--- src/rtl/bootsel_pkg.sv ---
// Shared types for the boot interface selector.
package bootsel_pkg;
    localparam int NSRC = 4;

    // Source index; the numeric value is also the bit position in the select.
    typedef enum logic [1:0] {
        SRC_UART_A = 2'd0,
        SRC_UART_B = 2'd1,
        SRC_CAN    = 2'd2,
        SRC_USB    = 2'd3
    } src_e;

    // Selector phases.
    typedef enum logic [1:0] {
        ST_POLL = 2'd0,
        ST_MEAS = 2'd1,
        ST_LOCK = 2'd2,
        ST_HALT = 2'd3
    } phase_e;
endpackage

--- src/rtl/bootsel_clk_meter.sv ---
// Counts rising edges of an asynchronous clock over a window of WIN_CYC
// internal cycles. A start pulse begins the window; done pulses for one
// cycle with the final count on the cycle after the window's last cycle.
// Assumes the measured clock is slower than half the internal clock.
module bootsel_clk_meter #(
    parameter int unsigned WIN_CYC = 1000,
    parameter int unsigned CW      = 10
) (
    input  logic          clk,
    input  logic          rst_n,
    input  logic          ext_clk,
    input  logic          start,
    output logic          done,
    output logic [CW-1:0] count
);
    localparam logic [CW-1:0] LAST = CW'(WIN_CYC - 1);

    logic [2:0]    sync_q;
    logic          rise;
    logic          busy;
    logic [CW-1:0] cyc;
    logic [CW-1:0] acc;

    // Bring the external clock into the internal domain, keep one extra stage.
    always_ff @(posedge clk) begin
        if (!rst_n) sync_q <= '0;
        else        sync_q <= {sync_q[1:0], ext_clk};
    end

    assign rise = sync_q[1] & ~sync_q[2];

    // Run the window: count internal cycles and external rising edges.
    always_ff @(posedge clk) begin
        if (!rst_n) begin
            busy  <= 1'b0;
            cyc   <= '0;
            acc   <= '0;
            done  <= 1'b0;
            count <= '0;
        end else begin
            done <= 1'b0;
            if (start) begin
                busy <= 1'b1;
                cyc  <= '0;
                acc  <= '0;
            end else if (busy) begin
                cyc <= cyc + 1'b1;
                if (cyc == LAST) begin
                    busy  <= 1'b0;
                    done  <= 1'b1;
                    count <= acc + CW'(rise);
                end else begin
                    acc <= acc + CW'(rise);
                end
            end
        end
    end
endmodule

--- src/rtl/bootsel_band_check.sv ---
// Decides whether a measured edge count falls within +/-TOL of any of the
// NREF expected counts. Purely combinational; assumes CW < 32.
module bootsel_band_check #(
    parameter int unsigned CW          = 10,
    parameter int unsigned NREF        = 3,
    parameter int unsigned REFS [NREF] = '{default: 0},
    parameter int unsigned TOL         = 3
) (
    input  logic [CW-1:0] cnt,
    output logic          in_band
);
    logic [31:0]     cnt_w;
    logic [NREF-1:0] hit;

    assign cnt_w = {{(32 - CW){1'b0}}, cnt};

    // One window comparator per expected count.
    for (genvar i = 0; i < NREF; i++) begin : g_band
        assign hit[i] = ((cnt_w + TOL) >= REFS[i]) && (cnt_w <= (REFS[i] + TOL));
    end

    assign in_band = |hit;
endmodule

--- src/rtl/bootsel_detector.sv ---
// Boot host-interface auto-selector. Rotates through four activity flags,
// one per cycle, and commits to the first one found high on its turn.
// UARTs are taken at once; CAN and USB are taken only after the external
// clock passes a frequency check, otherwise a one-cycle reset request is
// issued and the block halts. Commitment lasts until the next reset.
// Assumes the activity flags are already synchronous to clk.
module bootsel_detector #(
    parameter int unsigned WIN_CYC = 1000,
    parameter int unsigned REF_A   = 80,
    parameter int unsigned REF_B   = 147,
    parameter int unsigned REF_C   = 250,
    parameter int unsigned TOL     = 3
) (
    input  logic       clk,
    input  logic       rst_n,
    input  logic       uart_a_sync,
    input  logic       uart_b_sync,
    input  logic       can_active,
    input  logic       usb_present,
    input  logic       ext_clk,
    output logic [3:0] sel,
    output logic       sel_valid,
    output logic       sys_reset_req,
    output logic       hs_clk_req
);
    import bootsel_pkg::*;

    localparam int unsigned CW = $clog2(WIN_CYC + 1);

    phase_e          phase;
    src_e            turn;
    src_e            cand;
    logic [NSRC-1:0] src;
    logic            turn_hit;
    logic            needs_check;
    logic            meas_start;
    logic            meas_done;
    logic [CW-1:0]   meas_cnt;
    logic            clk_ok;

    assign src         = {usb_present, can_active, uart_b_sync, uart_a_sync};
    assign turn_hit    = src[turn];
    assign needs_check = (turn == SRC_CAN) || (turn == SRC_USB);
    assign meas_start  = (phase == ST_POLL) && turn_hit && needs_check;

    bootsel_clk_meter #(
        .WIN_CYC (WIN_CYC),
        .CW      (CW)
    ) i_meter (
        .clk     (clk),
        .rst_n   (rst_n),
        .ext_clk (ext_clk),
        .start   (meas_start),
        .done    (meas_done),
        .count   (meas_cnt)
    );

    bootsel_band_check #(
        .CW   (CW),
        .NREF (3),
        .REFS ('{REF_A, REF_B, REF_C}),
        .TOL  (TOL)
    ) i_band (
        .cnt     (meas_cnt),
        .in_band (clk_ok)
    );

    // Poll, measure, and commit; all outputs are registered here.
    always_ff @(posedge clk) begin
        if (!rst_n) begin
            phase         <= ST_POLL;
            turn          <= SRC_UART_A;
            cand          <= SRC_UART_A;
            sel           <= '0;
            sel_valid     <= 1'b0;
            sys_reset_req <= 1'b0;
            hs_clk_req    <= 1'b0;
        end else begin
            case (phase)
                ST_POLL: begin
                    turn <= src_e'(turn + 2'd1);
                    if (turn_hit) begin
                        if (needs_check) begin
                            cand  <= turn;
                            phase <= ST_MEAS;
                        end else begin
                            sel       <= NSRC'(1) << turn;
                            sel_valid <= 1'b1;
                            phase     <= ST_LOCK;
                        end
                    end
                end
                ST_MEAS: begin
                    if (meas_done) begin
                        if (clk_ok) begin
                            sel        <= NSRC'(1) << cand;
                            sel_valid  <= 1'b1;
                            hs_clk_req <= (cand == SRC_USB);
                            phase      <= ST_LOCK;
                        end else begin
                            sys_reset_req <= 1'b1;
                            phase         <= ST_HALT;
                        end
                    end
                end
                ST_HALT: begin
                    sys_reset_req <= 1'b0;
                end
                default: begin
                    // ST_LOCK: hold the selection until reset.
                end
            endcase
        end
    end
endmodule

--- config.mk ---
export PLATFORM = sky130hd
export DESIGN_NAME = bootsel_detector
export DESIGN_NICKNAME = d
export VERILOG_FILES = /design/src/rtl/bootsel_pkg.sv /design/src/rtl/bootsel_clk_meter.sv /design/src/rtl/bootsel_band_check.sv /design/src/rtl/bootsel_detector.sv
export SDC_FILE = /design/constraint.sdc
export NUM_CORES = 1
export LEC_CHECK = 0
export BUFFER_PORTS_ARGS = -buffer_cell sky130_fd_sc_hd__buf_2
export CAP_MARGIN = 15
export CORE_UTILIZATION = 45
export CTS_BUF_LIST = sky130_fd_sc_hd__clkbuf_4 sky130_fd_sc_hd__clkbuf_8 sky130_fd_sc_hd__clkbuf_16
export DETAILED_ROUTE_END_ITERATION = 10
export PLACE_DENSITY_LB_ADDON = 0.08
export SLEW_MARGIN = 20
export SYNTH_ARGS = -nofsm -noshare
export SYNTH_HDL_FRONTEND = slang
export SYNTH_SLANG_ARGS = --single-unit
--- constraint.sdc ---
create_clock -name clk -period 2.1 [get_ports clk]
set_input_delay 0.105 -clock clk [delete_from_list [all_inputs] [get_ports clk]]
set_output_delay 0.105 -clock clk [all_outputs]
set_load 0.02 [all_outputs]
==> key figures, run 1 <==
GRT
  – GRT overflow: 0
  – First-pass GRT wire length: slightly above 9000 µm
  – Total Routing Usage GR: 0.187
  – Largest net degree at the start of global routing: 19
  – Vias in the first global route: 1,994
  – Initial antenna violation count: 0

Power
  – Logic pwr share: 0.247
  – Leakage: roughly 1.2 nW
  – Psw: between 700 and 800 µW
  – P per Cell Area: 778 nW/µm²
  – Max rail drop VDD: between 0.3 and 0.4 mV
  – Clock share of power: 0.294
  – Sw Ratio: 0.323
  – Int Power: 1.60 mW
  – Seq pwr share: 0.458

Logic synthesis
  – Syn_nets: around 320
  – Post-synthesis sequential area ratio: 0.368
  – Post-synth ARST share: 0
  – Largest area contributor in the netlist: dfxtp_1
  – Mapped Avg Cell Area: around 8.7 µm²
  – Synth Instances: about 300
  – Post-synth EDFFs: 0
  – Post-synth top area share: 0.368
  – Yosys warnings: 0
  – Synth Register Bits: 48
  – Synth unique cells: between 50 and 60
  – Synthesized cell area: between 2000 and 3000 µm²
  – Area contributors post-synth: dfxtp_1 37%, mux2i_1 6.5%, xor2_1 6.0%, nor2_1 5.9%, nand2_1 4.6%
  – Top FF cell, synth: dfxtp_1

Clock network
  – Root buffer selected by CTS: clkbuf_8
  – Clk sinks: 48
  – H-Tree Level Count: 2
  – Clk pin slew, worst setup/hold paths: about 0.10 ns
  – Number of buffers created by CTS: 5
  – Worst-skew pair later-pin latency: 0.30 ns
  – CTS tree: built
  – Max clock buf depth: 2

Floorplan
  – IO Pins: 14
  – Site row count: 27
  – Initial Utilization: 0.472
  – Die Height: about 78 µm
  – Die Wd: around 78 µm
  – Full die area: between 6000 and 7000 µm²
  – Core area: 5540 µm²

Timing
  – Final hold vios: 0
  – Ratio of final minimum period to clock period: 0.981
  – Normalized max-slew margin: 0.534
  – Fin crit period: between 2 and 2.5 ns
  – Setup Viol. Count Final: 0
  – Final WS setup: roughly 0.04 ns
  – Setup TNS: 0 ns
  – FMAX: around 0.49 GHz
  – Final Slew Violations: 0
  – RSZ-0062 raised after global routing: true
  – Layout Skew: between 0.005 and 0.006 ns
  – Pin slew with the least headroom to its limit: a little under 0.7 ns

Route
  – Via Count: 2,107
  – Avg WL per Cell: approximately 13 µm
  – Post-route DRC: 0
  – Initial drt markers: between 50 and 60
  – Drt pass-1 iters: 4
  – Via density: about 5.2
  – DRT antenna net count: 0
  – Routed wire length: 5140 µm

Place
  – Placer's final routability congestion estimate: just under 0.9
  – PortBufs: 13
  – Placed Cells: 391
  – Post-Place Worst Slack: 0.00610 ns
  – DP HPWL: 3820 µm

Setup path
  – Setup crit end kind: flop
  – Crit path max-delay cell type: dfxtp_2
  – Critical path class: reg -> reg
  – Required @ worst endpoint: between 2 and 2.5 ns
  – Peak per-stage delay on the critical path: between 0.3 and 0.4 ns
  – CP Cell Sequence: buf_4 -> ha_2 -> or2b_1 -> a41oi_2 -> a2111o_1 -> nand4_1 -> o21ai_4 -> mux2i_1
  – CP Buf/Inv Count: 1
  – Critical path startpoint category: flop
  – Delay-heaviest family, CP: compound AO/OA/AOI/OAI gates
  – Worst Path Max Fanout: 8
  – Crit path DAT: 2.30 ns

Status
  – Status: completed

Final layout
  – Final nets: roughly 350
  – Post-route insts no fill: between 400 and 500
  – Area grow syn2layout: 16.0%
  – Share of cells above drive strength 1: 0.203
  – # diodes: 0
  – Final Util: 0.547

Worst hold path
  – Worst Hold Class: in -> reg

Job
  – Max Cap Viol: 0
metal layers:
metal | global-route usage | part of all wire
met3 | 0.0407 | 0.018
met1 | 0.244 | 0.51
met4 | 0.0685 | 0.013
met5 | 0 | 0
met2 | 0.300 | 0.45
cells in the final DEF, fill, tap and decap left out, types with 2 or more instances in the layout:
master     n
nand4_1    8
nand2b_1   3
mux2i_1   17
and3_1     2
nor3b_1    4
a21oi_1   12
and2_1     3
or3_1      2
nand2_1   32
nor2_1    41
clkbuf_8   5
buf_2     13
inv_2      2
ha_1       7
o21a_1     3
a31oi_1    2
nor2b_1    2
buf_4     21
xor2_1    18
o21ai_0    8
inv_1      6
nor3_1     8
nand3_1   13
dfxtp_1   44
xnor2_1    8
o21ai_1    2
dfxtp_2    4
cell families after synthesis:
kind of cell | Yosys count | synth area share
DFF | 48 | 0.368
and+or+nand+nor | 131 | 0.253
muxes | 18 | 0.0737
xor gates and xnor gates | 26 | 0.0871
buffers and inverters | 23 | 0.0512
adders and majority gates | 9 | 0.0431
AOI/OAI and AO/OA | 44 | 0.124
path summary, 6_finish.rpt:
kind                            slack, ns                 to         startpoint  depth (start not counted)
worst max register to register       0.04             sel[0]   i_meter.count[1]                          8
worst min register to register       0.44  i_meter.sync_q[1]  i_meter.sync_q[0]                          1
worst min-delay path                 0.15             sel[3]              rst_n                          3
worst max-delay path                 0.04             sel[0]   i_meter.count[1]                          8
synthesized netlist by cell type (2+ instances only):
master	n
a211oi_1	2
a21oi_1	12
a31oi_1	2
and2_1	3
and3_1	2
buf_4	2
buf_6	5
clkbuf_1	4
dfxtp_1	48
ha_1	9
inv_1	8
mux2i_1	17
nand2_1	32
nand2b_1	3
nand3_1	13
nand4_1	8
nor2_1	41
nor2b_1	2
nor3_1	8
nor3b_1	5
o21a_1	3
o21ai_0	8
o21ai_1	2
o31ai_1	2
or3_1	2
xnor2_1	8
xor2_1	18
registers in the layout, summed over array words and instances, names as in the netlist:
register / flops
sel_valid: 1
hs_clk_req: 1
sel: 4
i_meter.busy: 1
cand: 2
i_meter.cyc: 10
sys_reset_req: 1
i_meter.done: 1
phase: 2
i_meter.sync_q: 3
i_meter.acc: 10
turn: 2
i_meter.count: 10
tightest hold or removal path, delay by kind of cell:
family / cells / cell delay (ns)
buffers and inverters: 1 / 0.18
multiplexers: 1 / 0.05
AND/OR/NAND/NOR: 1 / 0.08
area by class of cell:
| cell class | instances | area (µm²) |
|---|---|---|
| Multi-Input combinational cell | 228 | 1560 |
| Fill cell | 570 | 2510 |
| Tap cell | 72 | 90.1 |
| Sequential cell | 48 | 966 |
| Clock inverter | 3 | 46.3 |
| Clock buffer | 5 | 68.8 |
| Inverter | 9 | 33.8 |
| Timing Repair Buffer | 37 | 264 |
power by group through the flow:
stage,clock [mW],combinational [mW],sequential [mW]
after detailed placement,0,0.586,1.10
after global placement,0,0.584,1.10
after global routing,0.756,0.659,1.10
final,0.694,0.584,1.08
after CTS,0.716,0.591,1.08
after floorplan,0,0.415,1.11
through the flow:
| stage | cell area [µm²] | total power, mW | hold WS, ns |
|---|---|---|---|
| 5_1_grt | 3030 | 2.51 | 0.170 |
| 2_1_floorplan | 2620 | 1.52 | 0.232 |
| 3_5_place_dp | 2850 | 1.69 | 0.316 |
| 6_report | 3030 | 2.36 | 0.154 |
| 4_1_cts | 2990 | 2.39 | 0.154 |
| 3_3_place_gp | 2850 | 1.68 | 0.312 |
timing repair:
item	in CTS	in global routing
setup buffers	0	2
gates resized for setup	5	7
gates cloned	0	0
hold endpoints to repair	1	0
hold buffers	1	0
setup endpoints to repair	3	7
pin swaps	4	7
Note: power is estimated with default switching activity, not from simulation.
==> inputs of run 2 (changes only) <==
==> constraint.sdc (replaced) <==
create_clock -name clk -period 2.1 [get_ports clk]
set_input_delay 0.42 -clock clk [delete_from_list [all_inputs] [get_ports clk]]
set_output_delay 0.42 -clock clk [all_outputs]
set_load 0.02 [all_outputs]
==> key figures, run 2 (synthesis results as in run 1) <==
Status
  – Status: completed

Setup path
  – Worst R2R Start: i_meter.count[1]
  – Required @ worst endpoint: 2.34 ns (about the same)
  – Critical path class: reg -> reg
  – Critical path origin: i_meter.count[1]
  – Critical path startpoint category: flop
  – Crit path DAT: 2.30 ns (about the same)
  – Setup crit end kind: flop
  – Critical Path End: sel[0]
  – Reg2Reg Capture Point: sel[0]
  – Worst Path Max Fanout: 8 (unchanged)
  – Cells on worst reg2reg path: 8 (unchanged)
  – FF-to-FF setup slack: 0.04 ns (about the same)

Final layout
  – Final nets: 344 (-0.29%)
  – Leading registers by flop count: i_meter.acc x10, i_meter.count x10, i_meter.cyc x10
  – # diodes: 0 (unchanged)
  – Commonest non-fill, non-tap cell in the layout: dfxtp_1
  – Design area: 3020 µm² (-0.33%)
  – Area grow syn2layout: 15.7%
  – Share of cells above drive strength 1: 0.204 (+0.000617)
  – Most frequent cells in the layout: 44 x dfxtp_1, 41 x nor2_1, 32 x nand2_1

Floorplan
  – Die Wd: 78.2 µm (unchanged)
  – Full die area: 6120 µm² (unchanged)
  – Die Height: 78.2 µm (unchanged)
  – Site row count: 27 (unchanged)
  – IO Pins: 14 (unchanged)
  – Core area: 5540 µm² (unchanged)
  – Initial Utilization: 0.472 (unchanged)

Place
  – Placed Area: 2850 µm² (unchanged)
  – PortBufs: 13 (unchanged)
  – Post-Place Worst Slack: 0.00610 ns (unchanged)
  – DP HPWL: 3820 µm (unchanged)
  – Placer's final routability congestion estimate: 0.872 (unchanged)

GRT
  – Initial antenna violation count: 0 (unchanged)
  – First-pass GRT wire length: 9130 µm (unchanged)
  – GRT overflow: 0 (unchanged)
  – Vias in the first global route: 1,994 (unchanged)
  – Largest net degree at the start of global routing: 19 (unchanged)
  – Total Routing Usage GR: 0.187 (unchanged)

Clock network
  – Clk sinks: 48 (unchanged)
  – Number of buffers created by CTS: 5 (unchanged)
  – Worst-skew pair later-pin latency: 0.30 ns (about the same)
  – Cts-stage hold buffer count: 0 (-1)
  – Max clock buf depth: 2 (unchanged)
  – H-Tree Level Count: 2 (unchanged)
  – CTS tree: built
  – Clk pin slew, worst setup/hold paths: 0.10 ns (about the same)
  – Root buffer selected by CTS: clkbuf_8

Route
  – Routed wire length: 5140 µm (about the same)
  – Post-route DRC: 0 (unchanged)
  – Via Count: 2,103 (-0.19%)
  – Avg WL per Cell: 12.8 µm (+0.19%)
  – Initial drt markers: 60 (+15%)
  – DRT antenna net count: 0 (unchanged)
  – Drt pass-1 iters: 4 (unchanged)
  – Via density: 5.24 (about the same)

Timing
  – Layout Skew: 0.00656 ns (+0.00133 ns)
  – Setup Viol. Count Final: 0 (unchanged)
  – Final hold vios: 0 (unchanged)
  – RSZ-0062 raised after global routing: true
  – Fin crit period: 2.06 ns (+0.00190 ns)
  – Pin slew with the least headroom to its limit: 0.696 ns (+0.000416 ns)
  – Normalized max-slew margin: 0.534 (about the same)
  – FMAX: 0.485 GHz (about the same)
  – Hold Worst Slack: 0.316 ns (+0.162 ns)
  – Final WS setup: 0.0386 ns (-0.00190 ns)
  – Ratio of final minimum period to clock period: 0.982 (about the same)
  – Final Slew Violations: 0 (unchanged)

Power
  – Leakage: 1.16 nW (-0.36%)
  – Max rail drop VDD: 0.368 mV (about the same)
  – P per Cell Area: 780 nW/µm² (+0.24%)

Job
  – Max Cap Viol: 0 (unchanged)

Worst hold path
  – Worst Hold Class: in -> reg
run 2: changes by cell type in the layout (fill, tap and decap cells not counted), sizes merged:
cell         delta
dlygate4sd3     -1
run 2: how the worst min path moves through the flow:
stage,end,startpoint,cells past startpoint
after floorplan,i_meter.sync_q[1],i_meter.sync_q[0],1
after global placement,i_meter.sync_q[1],i_meter.sync_q[0],1
after detailed placement,i_meter.sync_q[1],i_meter.sync_q[0],1
after CTS,i_meter.sync_q[0],ext_clk,2
after global routing,i_meter.sync_q[0],ext_clk,2
final,i_meter.sync_q[0],ext_clk,2
run 2: repair_timing:
| action | 4_1_cts | 5_1_grt |
|---|---|---|
| setup endpoints to repair | 3 | 7 |
| gates resized for setup | 5 | 7 |
| setup buffers | 0 | 2 |
| pin swaps | 4 | 7 |
run 2: final cells by class:
class,instances,area [µm²]
Timing Repair Buffer,36,254
Sequential cell,48,966
Fill cell,569,2520
Clock inverter,3,46.3
Clock buffer,5,68.8
Multi-Input combinational cell,228,1560
Tap cell,72,90.1
Inverter,9,33.8
run 2: report_power, final:
group | leakage (nW) | internal (mW) | switching [mW]
Clock | 0.0548 | 0.359 | 0.335
Combinational | 0.718 | 0.245 | 0.337
Sequential | 0.391 | 0.992 | 0.0902
run 2: routing by layer:
metal | global-route usage | up-vias | routed length [µm]
met5 | 0 | - | 0
met4 | 0.0685 | 0 | 68
met3 | 0.0407 | 6 | 96
met2 | 0.300 | 15 | 2340
met1 | 0.244 | 988 | 2630
li1 | - | 1094 | -
run 2: through the flow:
stage | TNS [ns] | utilization | power, mW | cells
after floorplan | 0 | - | 1.52 | 299
final | 0 | 0.546 | 2.36 | 401
after global placement | 0 | 0.514 | 1.68 | 391
after global routing | -0.457 | 0.546 | 2.51 | 401
after CTS | 0 | 0.538 | 2.39 | 399
after detailed placement | 0 | 0.514 | 1.69 | 391
run 2: critical path: stages (launching register included):
cell and delay, ns:
dfxtp_2 0.33, buf_4 0.15, ha_2 0.18, or2b_1 0.26
a41oi_2 0.22, a2111o_1 0.18, nand4_1 0.17, o21ai_4 0.30
mux2i_1 0.21
